File: config.mk
export PLATFORM = sky130hd
export DESIGN_NAME = fetch_btb
export DESIGN_NICKNAME = d
export VERILOG_FILES = /design/src/rtl/btb_pkg.sv /design/src/rtl/btb_match.sv /design/src/rtl/btb_alloc.sv /design/src/rtl/btb_store.sv /design/src/rtl/fetch_btb.sv
export SDC_FILE = /design/constraint.sdc
export NUM_CORES = 2
export LEC_CHECK = 0
export BUFFER_PORTS_ARGS = -buffer_cell sky130_fd_sc_hd__buf_4
export CAP_MARGIN = 20
export CORE_MARGIN = 1.5
export CORE_UTILIZATION = 51
export DETAILED_ROUTE_END_ITERATION = 10
export GPL_TIMING_DRIVEN = 0
export HOLD_SLACK_MARGIN = 0.08
export PLACE_DENSITY = 0.67
export SLEW_MARGIN = 20
export SYNTH_ARGS = -nofsm -noshare
export SYNTH_HDL_FRONTEND = slang
export SYNTH_SLANG_ARGS = --single-unit
File: constraint.sdc
create_clock -name clk -period 13.3 [get_ports clk]
set_input_delay 3.325 -clock clk [delete_from_list [all_inputs] [get_ports clk]]
set_output_delay 3.325 -clock clk [all_outputs]
set_load 0.02 [all_outputs]
File: src/rtl/btb_pkg.sv
package btb_pkg;

    // Replacement state: FILL while invalid entries remain, FULL afterwards.
    typedef enum logic {
        ST_FILL = 1'b0,
        ST_FULL = 1'b1
    } fill_state_e;

    // What a presented update does to the storage this cycle.
    typedef enum logic [1:0] {
        ACT_NONE    = 2'd0,
        ACT_REFRESH = 2'd1,
        ACT_PLACE   = 2'd2,
        ACT_EVICT   = 2'd3
    } upd_action_e;

endpackage

File: src/rtl/btb_match.sv
module btb_match #(
    parameter int ENTRIES = 16,
    parameter int PC_W    = 32,
    localparam int IDX_W  = (ENTRIES > 1) ? $clog2(ENTRIES) : 1
) (
    input  logic [PC_W-1:0]    key,
    input  logic [ENTRIES-1:0] valid_q,
    input  logic [PC_W-1:0]    tag_q [ENTRIES],
    output logic [ENTRIES-1:0] hit_vec,
    output logic               hit,
    output logic [IDX_W-1:0]   hit_idx
);

    // One comparator per entry, all working in parallel.
    for (genvar g = 0; g < ENTRIES; g++) begin : g_cmp
        assign hit_vec[g] = valid_q[g] && (tag_q[g] == key);
    end

    assign hit = |hit_vec;

    // Encode the matching position; at most one bit is set.
    always_comb begin
        hit_idx = '0;
        for (int i = 0; i < ENTRIES; i++) begin
            if (hit_vec[i]) begin
                hit_idx = hit_idx | IDX_W'(i);
            end
        end
    end

endmodule

File: src/rtl/btb_alloc.sv
module btb_alloc
    import btb_pkg::*;
#(
    parameter int ENTRIES = 16,
    localparam int IDX_W  = (ENTRIES > 1) ? $clog2(ENTRIES) : 1
) (
    input  logic               clk,
    input  logic               rst,
    input  logic               upd_valid,
    input  logic               upd_taken,
    input  logic               upd_hit,
    input  logic [IDX_W-1:0]   upd_idx,
    input  logic [ENTRIES-1:0] valid_q,
    output upd_action_e        action,
    output logic [IDX_W-1:0]   wr_idx
);

    localparam logic [IDX_W-1:0] LAST_IDX = IDX_W'(ENTRIES - 1);

    fill_state_e      state_q, state_d;
    logic [IDX_W-1:0] rr_q, rr_d;
    logic [IDX_W-1:0] free_idx;
    logic             last_free;

    // Lowest-numbered invalid entry.
    always_comb begin
        free_idx = '0;
        for (int i = ENTRIES - 1; i >= 0; i--) begin
            if (!valid_q[i]) begin
                free_idx = IDX_W'(i);
            end
        end
    end

    // True when filling free_idx leaves no invalid entry.
    always_comb begin
        logic [ENTRIES-1:0] after;
        after = valid_q;
        after[free_idx] = 1'b1;
        last_free = &after;
    end

    // State register.
    always_ff @(posedge clk) begin
        if (rst) begin
            state_q <= ST_FILL;
            rr_q    <= '0;
        end else begin
            state_q <= state_d;
            rr_q    <= rr_d;
        end
    end

    // Next state and pointer.
    always_comb begin
        state_d = state_q;
        rr_d    = rr_q;
        unique case (state_q)
            ST_FILL: begin
                if (action == ACT_PLACE && last_free) begin
                    state_d = ST_FULL;
                end
            end
            ST_FULL: begin
                if (action == ACT_EVICT) begin
                    rr_d = (rr_q == LAST_IDX) ? '0 : rr_q + 1'b1;
                end
            end
            default: state_d = ST_FILL;
        endcase
    end

    // Outputs: what to write, and where.
    always_comb begin
        action = ACT_NONE;
        wr_idx = '0;
        if (upd_valid) begin
            if (upd_hit) begin
                action = ACT_REFRESH;
                wr_idx = upd_idx;
            end else if (upd_taken) begin
                unique case (state_q)
                    ST_FILL: begin
                        action = ACT_PLACE;
                        wr_idx = free_idx;
                    end
                    ST_FULL: begin
                        action = ACT_EVICT;
                        wr_idx = rr_q;
                    end
                    default: action = ACT_NONE;
                endcase
            end
        end
    end

endmodule

File: src/rtl/btb_store.sv
module btb_store
    import btb_pkg::*;
#(
    parameter int ENTRIES = 16,
    parameter int PC_W    = 32,
    localparam int IDX_W  = (ENTRIES > 1) ? $clog2(ENTRIES) : 1
) (
    input  logic               clk,
    input  logic               rst,
    input  upd_action_e        action,
    input  logic [IDX_W-1:0]   wr_idx,
    input  logic [PC_W-1:0]    wr_tag,
    input  logic [PC_W-1:0]    wr_target,
    input  logic               wr_taken,
    output logic [ENTRIES-1:0] valid_q,
    output logic [PC_W-1:0]    tag_q    [ENTRIES],
    output logic [PC_W-1:0]    target_q [ENTRIES],
    output logic [ENTRIES-1:0] taken_q
);

    logic do_write;
    assign do_write = (action != ACT_NONE);

    for (genvar g = 0; g < ENTRIES; g++) begin : g_ent
        logic sel;
        assign sel = do_write && (wr_idx == IDX_W'(g));

        always_ff @(posedge clk) begin
            if (rst) begin
                valid_q[g] <= 1'b0;
            end else if (sel) begin
                valid_q[g] <= 1'b1;
            end
        end

        always_ff @(posedge clk) begin
            if (sel && !rst) begin
                tag_q[g]    <= wr_tag;
                target_q[g] <= wr_target;
                taken_q[g]  <= wr_taken;
            end
        end
    end

endmodule

File: src/rtl/fetch_btb.sv
module fetch_btb
    import btb_pkg::*;
#(
    parameter int ENTRIES   = 16,
    parameter int PC_W      = 32,
    parameter int STEP      = 4,
    localparam int IDX_W    = (ENTRIES > 1) ? $clog2(ENTRIES) : 1
) (
    input  logic            clk,
    input  logic            rst,
    input  logic [PC_W-1:0] fetch_pc,
    output logic            lk_hit,
    output logic            lk_taken,
    output logic [PC_W-1:0] lk_target,
    output logic [PC_W-1:0] next_pc,
    input  logic            upd_valid,
    input  logic [PC_W-1:0] upd_pc,
    input  logic            upd_taken,
    input  logic [PC_W-1:0] upd_target
);

    logic [ENTRIES-1:0] valid_q;
    logic [ENTRIES-1:0] taken_q;
    logic [PC_W-1:0]    tag_q    [ENTRIES];
    logic [PC_W-1:0]    target_q [ENTRIES];

    logic [ENTRIES-1:0] lk_vec;
    logic [IDX_W-1:0]   lk_idx;
    logic [ENTRIES-1:0] upd_vec;
    logic               upd_hit;
    logic [IDX_W-1:0]   upd_idx;

    upd_action_e        action;
    logic [IDX_W-1:0]   wr_idx;

    // Fetch-side search against registered entries.
    btb_match #(.ENTRIES(ENTRIES), .PC_W(PC_W)) u_lk_match (
        .key     (fetch_pc),
        .valid_q (valid_q),
        .tag_q   (tag_q),
        .hit_vec (lk_vec),
        .hit     (lk_hit),
        .hit_idx (lk_idx)
    );

    // Update-side search, to refresh instead of duplicating.
    btb_match #(.ENTRIES(ENTRIES), .PC_W(PC_W)) u_upd_match (
        .key     (upd_pc),
        .valid_q (valid_q),
        .tag_q   (tag_q),
        .hit_vec (upd_vec),
        .hit     (upd_hit),
        .hit_idx (upd_idx)
    );

    btb_alloc #(.ENTRIES(ENTRIES)) u_alloc (
        .clk       (clk),
        .rst       (rst),
        .upd_valid (upd_valid),
        .upd_taken (upd_taken),
        .upd_hit   (upd_hit),
        .upd_idx   (upd_idx),
        .valid_q   (valid_q),
        .action    (action),
        .wr_idx    (wr_idx)
    );

    btb_store #(.ENTRIES(ENTRIES), .PC_W(PC_W)) u_store (
        .clk       (clk),
        .rst       (rst),
        .action    (action),
        .wr_idx    (wr_idx),
        .wr_tag    (upd_pc),
        .wr_target (upd_target),
        .wr_taken  (upd_taken),
        .valid_q   (valid_q),
        .tag_q     (tag_q),
        .target_q  (target_q),
        .taken_q   (taken_q)
    );

    // Lookup answers and next fetch address.
    always_comb begin
        lk_taken  = 1'b0;
        lk_target = '0;
        if (lk_hit) begin
            lk_taken  = taken_q[lk_idx];
            lk_target = target_q[lk_idx];
        end
        next_pc = (lk_hit && lk_taken) ? lk_target : fetch_pc + PC_W'(STEP);
    end

endmodule

; After elaboration in Yosys (flattened, before gate mapping)
; Index checks and enable logic that the tools add are counted.
[totals]
reg_bits = 1061
input_bits = 100
output_inout_bits = 66
word_cells = 266
[op_classes]
n_addsub = 2
order_cmp = 4
eq_ne = 50
mux = 67
n_bitwise = 3
reduce_logical = 74
[op_table]
columns = operator, count
row1 = 32-bit == test, 32
row2 = 4-bit two-way mux, 36
row3 = 32-bit binary-select mux with 4-bit select, 1
row4 = 32-bit two-way mux, 4
row5 = 1-bit logical AND, 67
row6 = "4-bit == test, second input constant", 9
row7 = "32-bit by 3-bit adder with 32-bit output, second input constant", 1
row8 = 16-bit OR reduction, 2
row9 = 3-bit two-way mux, 8
row10 = "4-bit by 3-bit == test with 1-bit output, second input constant", 4
row11 = 16-bit bitwise OR, 1
row12 = 16-bit AND reduction, 1
row13 = 2-bit two-way mux, 7
row14 = "4-bit by 5-bit < comparator with 1-bit output, second input constant", 2
row15 = "4-bit by 2-bit == test with 1-bit output, second input constant", 2
row16 = 4-bit one-hot mux with 2 select lines, 1
row17 = 1-bit two-way mux, 7
row18 = "5-bit greater-or-equal comparator, second input constant", 1
row19 = 4-bit inverter with 5-bit output, 1
row20 = "4-bit by 1-bit adder with 4-bit output, second input constant", 1
row21 = 1-bit binary-select mux with 4-bit select, 1
row22 = 1-bit demux with 4-bit select, 1
row23 = "2-bit == test, second input constant", 2
row24 = "4-bit by 1-bit == test with 1-bit output, second input constant", 1
row25 = 7 further kinds, 7

; Longest topological paths before layout
[logic_depth]
word_depth = 25
ltp_mapped = 15
mapped_depth_nobuf = 10

; Cells and area by module
; Synthesis repeated with hierarchy kept, for this count alone.
[hier_totals]
cells_unflattened = 3232
hier_area_um2 = 50104.3
[modules_own_cells]
columns = module, instances, cells_each, area_per_inst_um2, seq_area_each_um2
row1 = btb_store, 1, 1120, 31963.2, 31550.3
row2 = btb_match, 2, 797, 6251.0, 0.0
row3 = fetch_btb, 1, 412, 4929.7, 0.0
row4 = btb_alloc, 1, 106, 709.4, 100.1

; Worst setup path after synthesis
; No wires, ideal clock.
[synth_path]
kind = input to output
from = in fetch_pc[22]
to = out next_pc[31]
arrival_time_ns = 6.501
required_time_ns = 9.975
setup_slack_ns = 3.474
stages = 13
n_path_buf = 3
path_cell_list = buf_4 > xor2_1 > nor4_1 > nand4_1 > or4_1 > o2111a_1 > nand2_4 > buf_6 > buf_2 > nand2_1 > a31o_2 > o32ai_1 > mux2_2
[synth_between]
elab_chain_cells = 23
word_cells_on_any_way = 59
cone_classes = add/sub (1) / eq/ne (16) / mux (23) / bitwise (1) / reduce/logical (18)
[synth_lines]
columns = item, line
row1 = from (decl), fetch_btb.sv:11  ; input logic [PC_W-1:0] fetch_pc,
row2 = 32-bit == test, btb_match.sv:16  ; assign hit_vec[g] = valid_q[g] && (tag_q[g] == key);
row3 = 1-bit logical AND, btb_match.sv:16
row4 = 1-bit two-way mux, btb_match.sv:25  ; if (hit_vec[i]) begin
row5 = 2-bit two-way mux (2 in series), btb_match.sv:25
row6 = 3-bit two-way mux (4 in series), btb_match.sv:25
row7 = 4-bit two-way mux (8 in series), btb_match.sv:25
row8 = 4-bit inverter with 5-bit output (implied by the code), fetch_btb.sv:88  ; lk_target = target_q[lk_idx];
row9 = 32-bit binary-select mux with 4-bit select, fetch_btb.sv:88
row10 = 32-bit two-way mux (implied by the code) (2 in series), fetch_btb.sv:88
row11 = 32-bit two-way mux (*), fetch_btb.sv:86  ; if (lk_hit) begin
row12 = net lk_target[31], fetch_btb.sv:14  ; output logic [PC_W-1:0] lk_target,
row13 = 32-bit two-way mux (*), fetch_btb.sv:90  ; next_pc = (lk_hit && lk_taken) ? lk_target : fetch_pc + PC_W'(STEP);
row14 = to (decl), fetch_btb.sv:15  ; output logic [PC_W-1:0] next_pc,
; Mark *: on every way through the listed nets, which the timed path passes. The rest lies on a longest branch. The select of a mux whose other input is x is not followed.

; Final worst setup path
[layout_path]
from = in fetch_pc[11]
to = out next_pc[17]
[layout_between]
elab_chain_cells = 23
word_cells_on_any_way = 59
cone_classes = add/sub (1) / eq/ne (16) / mux (23) / bitwise (1) / reduce/logical (18)
[layout_lines]
columns = item, line
row1 = 32-bit == test, btb_match.sv:16
row2 = 1-bit logical AND, btb_match.sv:16
row3 = 1-bit two-way mux, btb_match.sv:25
row4 = 2-bit two-way mux (2 in series), btb_match.sv:25
row5 = 3-bit two-way mux (4 in series), btb_match.sv:25
row6 = 4-bit two-way mux (8 in series), btb_match.sv:25
row7 = 4-bit inverter with 5-bit output (implied by the code), fetch_btb.sv:88
row8 = 32-bit binary-select mux with 4-bit select, fetch_btb.sv:88
row9 = 32-bit two-way mux (implied by the code) (2 in series), fetch_btb.sv:88
row10 = 32-bit two-way mux, fetch_btb.sv:86
row11 = 32-bit two-way mux (*), fetch_btb.sv:90
; Mark *: on every way between the ends. The rest lies on a longest branch, timed or not. The select of a mux whose other input is x is not followed.

==> impl_metrics.yaml <==
final_layout:
  num-nets-final: 4133
  fillers: 7914
  drive_gt1_frac: 0.178
  area_growth_pct: 14.9
synthesis:
  syn_inst: 3717
  synthTopCellsByArea: "edfxtp_1, xnor2_1, xor2_1"
  syn_nets: 3819
  syn_area_per_cell_um2: 13.9
  ys_ff_latch: 1061
  yosysUniqueCellTypes: 72
  synth_commonest_cells: "edfxtp_1, xnor2_1, xor2_1"
  yosysSeqAreaShare: 0.614
  synth_top_area_frac: 0.605
  yosysWarnings: 0
  yosysTopAreaCell: "edfxtp_1"
  async_flop_share: 0
  synthFlopType: "edfxtp_1"
  synth_edf_count: 1040
  netlist_area_um2: 51600
  yosysMostFrequentCell: "edfxtp_1"
pwr:
  vdd_ir_drop_max_mv: 0.115
  p_switching_uw: 1790
  clkPwrFrac: 0.417
  p_total_uw: 7300
  p_int_uw: 5510
  p_seq_frac: 0.504
  p_leak_uw: 0.0189
  combPwrFrac: 0.078
  p_sw_frac: 0.245
  p_per_area_nw_per_um2: 123
flow_run:
  drv_cap: 0
place:
  dp_slack_ns: 1.83
  dpl.hpwl_mm: 132
  gp_congestion: 0.988
  portBuffers: 146
grt:
  track_usage: 0.392
  antenna_found_initial: 13
  grt_pass1_wl_mm: 275
  grt_pass1_vias: 34400
  grt_max_degree: 26
  overflow: 0
clocking:
  cts_htree_levels: 3
  post-cts-setup-buffers: 0
  clk_path_buf_depth: 3
  cts_resized: 0
  clkTransAtPathRegs_ns: 0.05
  holdBufCountCts: 0
  cts_sinks: 1061
  cts_tree: "yes"
  clock_latency_ns: 0.75
  cts_buffers: 111
  root_buffer: "clkbuf_16"
critical_path:
  endpoint_kind: "output port"
  criticalPathCategory: "input pin to output port"
  cp.arrival_ns: 8.49
  critical_path.max_fanout: 10
  worstPathRequired_ns: 9.97
  worst_setup_path_start_kind: "input pin"
die:
  core_um2: 100000
  die_w_um: 321
  fp.dieH_um: 321
  floorplan.rows: 116
  top_level_ports: 166
  die_area_um2: 103000
  start_util: 0.515
status:
  status: "finished clean"
sta:
  clock-skew-final_ns: 0.0673
  fin_setup_tns_ns: 0
  fin_ws_ns: 1.49
  finalCritPeriodShare: 0.888
  setup_viol_count_final: 0
  relSlewSlack: 0.134
  worst_slew_pin_slew_ns: 1.29
  slew_viol_final: 0
  finalCriticalPeriod_ns: 11.81
  rsz0062_at_grt: "no"
  fmax_ghz: 0.0847
  hold_violations: 0
routing:
  via_count: 36900
  routedWlPerCell_um: 37.7
  drtIter0Drc: 7041
  first_pass_iters: 8
  drc: 0
  via_per_inst: 6.81
  ant_nets: 0
  wirelength_mm: 205
min_path:
  min_path_type: "register to register"
-- cell type report --
class / count / area, um2 / share of cell area
Clock buffer: 138 / 2890 / 0.0487
Timing Repair Buffer: 201 / 2410 / 0.0406
Clock inverter: 62 / 598 / 0.0101
Antenna cell: 10 / 25.0 / 0.000422
Inverter: 31 / 116 / 0.00196
Tap cell: 1298 / 1620 / 0.0274
Multi-Input combinational cell: 2398 / 18600 / 0.314
Buffer: 227 / 1350 / 0.0228
Sequential cell: 1061 / 31700 / 0.534
-- kinds of logic after synthesis --
kind of cell / after synthesis / synth area share
compound gates: 313 / 0.0480
xor+xnor: 1045 / 0.178
fa+ha+maj: 2 / 0.000485
buf+inv: 258 / 0.0284
flops: 1061 / 0.614
mux: 196 / 0.0432
simple gates: 842 / 0.0888
-- per-stage QoR --
step | hold slack [ns] | std cells | cell area (um2) | util
floorplan | 0.465 | 3717 | 51600 | -
global placement | 0.482 | 5161 | 54300 | 0.542
detailed placement | 0.494 | 5216 | 55800 | 0.557
CTS | 0.504 | 5416 | 59200 | 0.592
global route | 0.529 | 5420 | 59300 | 0.592
finish | 0.503 | 5426 | 59300 | 0.592
-- worst paths after layout --
kind | from | endpoint | slack [ns] | depth (start not counted)
setup / recovery | fetch_pc[11] | next_pc[17] | 1.49 | 15
hold / removal | u_alloc.rr_q[3] | u_alloc.rr_q[3] | 0.50 | 2
setup reg to reg | u_store.tag_q[221] | u_store.target_q[148] | 7.62 | 13
hold reg to reg | u_alloc.rr_q[3] | u_alloc.rr_q[3] | 0.50 | 2
-- cell usage in the layout, fill, tap and decap left out, types with 22 or more instances in the layout --
| cell type | n |
|---|---|
| clkbuf_1 | 85 |
| clkbuf_16 | 111 |
| a31o_2 | 31 |
| nor3_1 | 41 |
| xnor2_1 | 601 |
| o21ai_0 | 80 |
| buf_6 | 28 |
| mux2_4 | 29 |
| clkinv_1 | 22 |
| a21oi_1 | 44 |
| clkinv_2 | 22 |
| mux2_2 | 97 |
| buf_4 | 194 |
| nand4_1 | 174 |
| buf_16 | 31 |
| nor4_1 | 154 |
| nor2_1 | 64 |
| edfxtp_1 | 1040 |
| inv_1 | 31 |
| o221ai_1 | 34 |
| o32ai_2 | 30 |
| nand3_1 | 192 |
| a22o_1 | 31 |
| xor2_1 | 443 |
| buf_2 | 87 |
| mux2i_1 | 70 |
| buf_12 | 22 |
| nand2_1 | 115 |
-- critical path, stage by stage --
cell	delay (ns)
buf_4	0.10
buf_4	0.38
buf_2	0.71
xor2_1	0.13
nor4_1	0.40
nand4_1	0.16
o31ai_1	0.72
or3_1	0.33
buf_2	0.30
nor2_1	0.22
clkbuf_1	0.42
a22o_1	0.34
o32ai_2	0.50
mux2_4	0.24
buf_4	0.16
-- sequential cells by signal, summed over array words and instances (netlist names) --
name	count
u_store.taken_q	16
u_store.tag_q	512
u_alloc.rr_q	4
u_alloc.state_q	1
u_store.target_q	512
u_store.valid_q	16
-- routing by layer --
layer	wire length, um	global-route usage	vias to the layer above	share of wire
met5	185	0.0113	-	0.00090
met1	73900	0.525	18400	0.36
li1	-	-	14500	-
met3	30400	0.125	734	0.15
met2	85800	0.553	3296	0.42
met4	14500	0.238	4	0.071
-- power by group through the flow --
stage / clock network (uW) / logic [uW] / registers (uW)
finish: 3050 / 573 / 3680
detailed placement: 0 / 535 / 3750
CTS: 3040 / 537 / 3680
global route: 3170 / 561 / 3680
floorplan: 0 / 255 / 3750
global placement: 0 / 532 / 3750
Note: power is estimated with default switching activity, not from simulation.
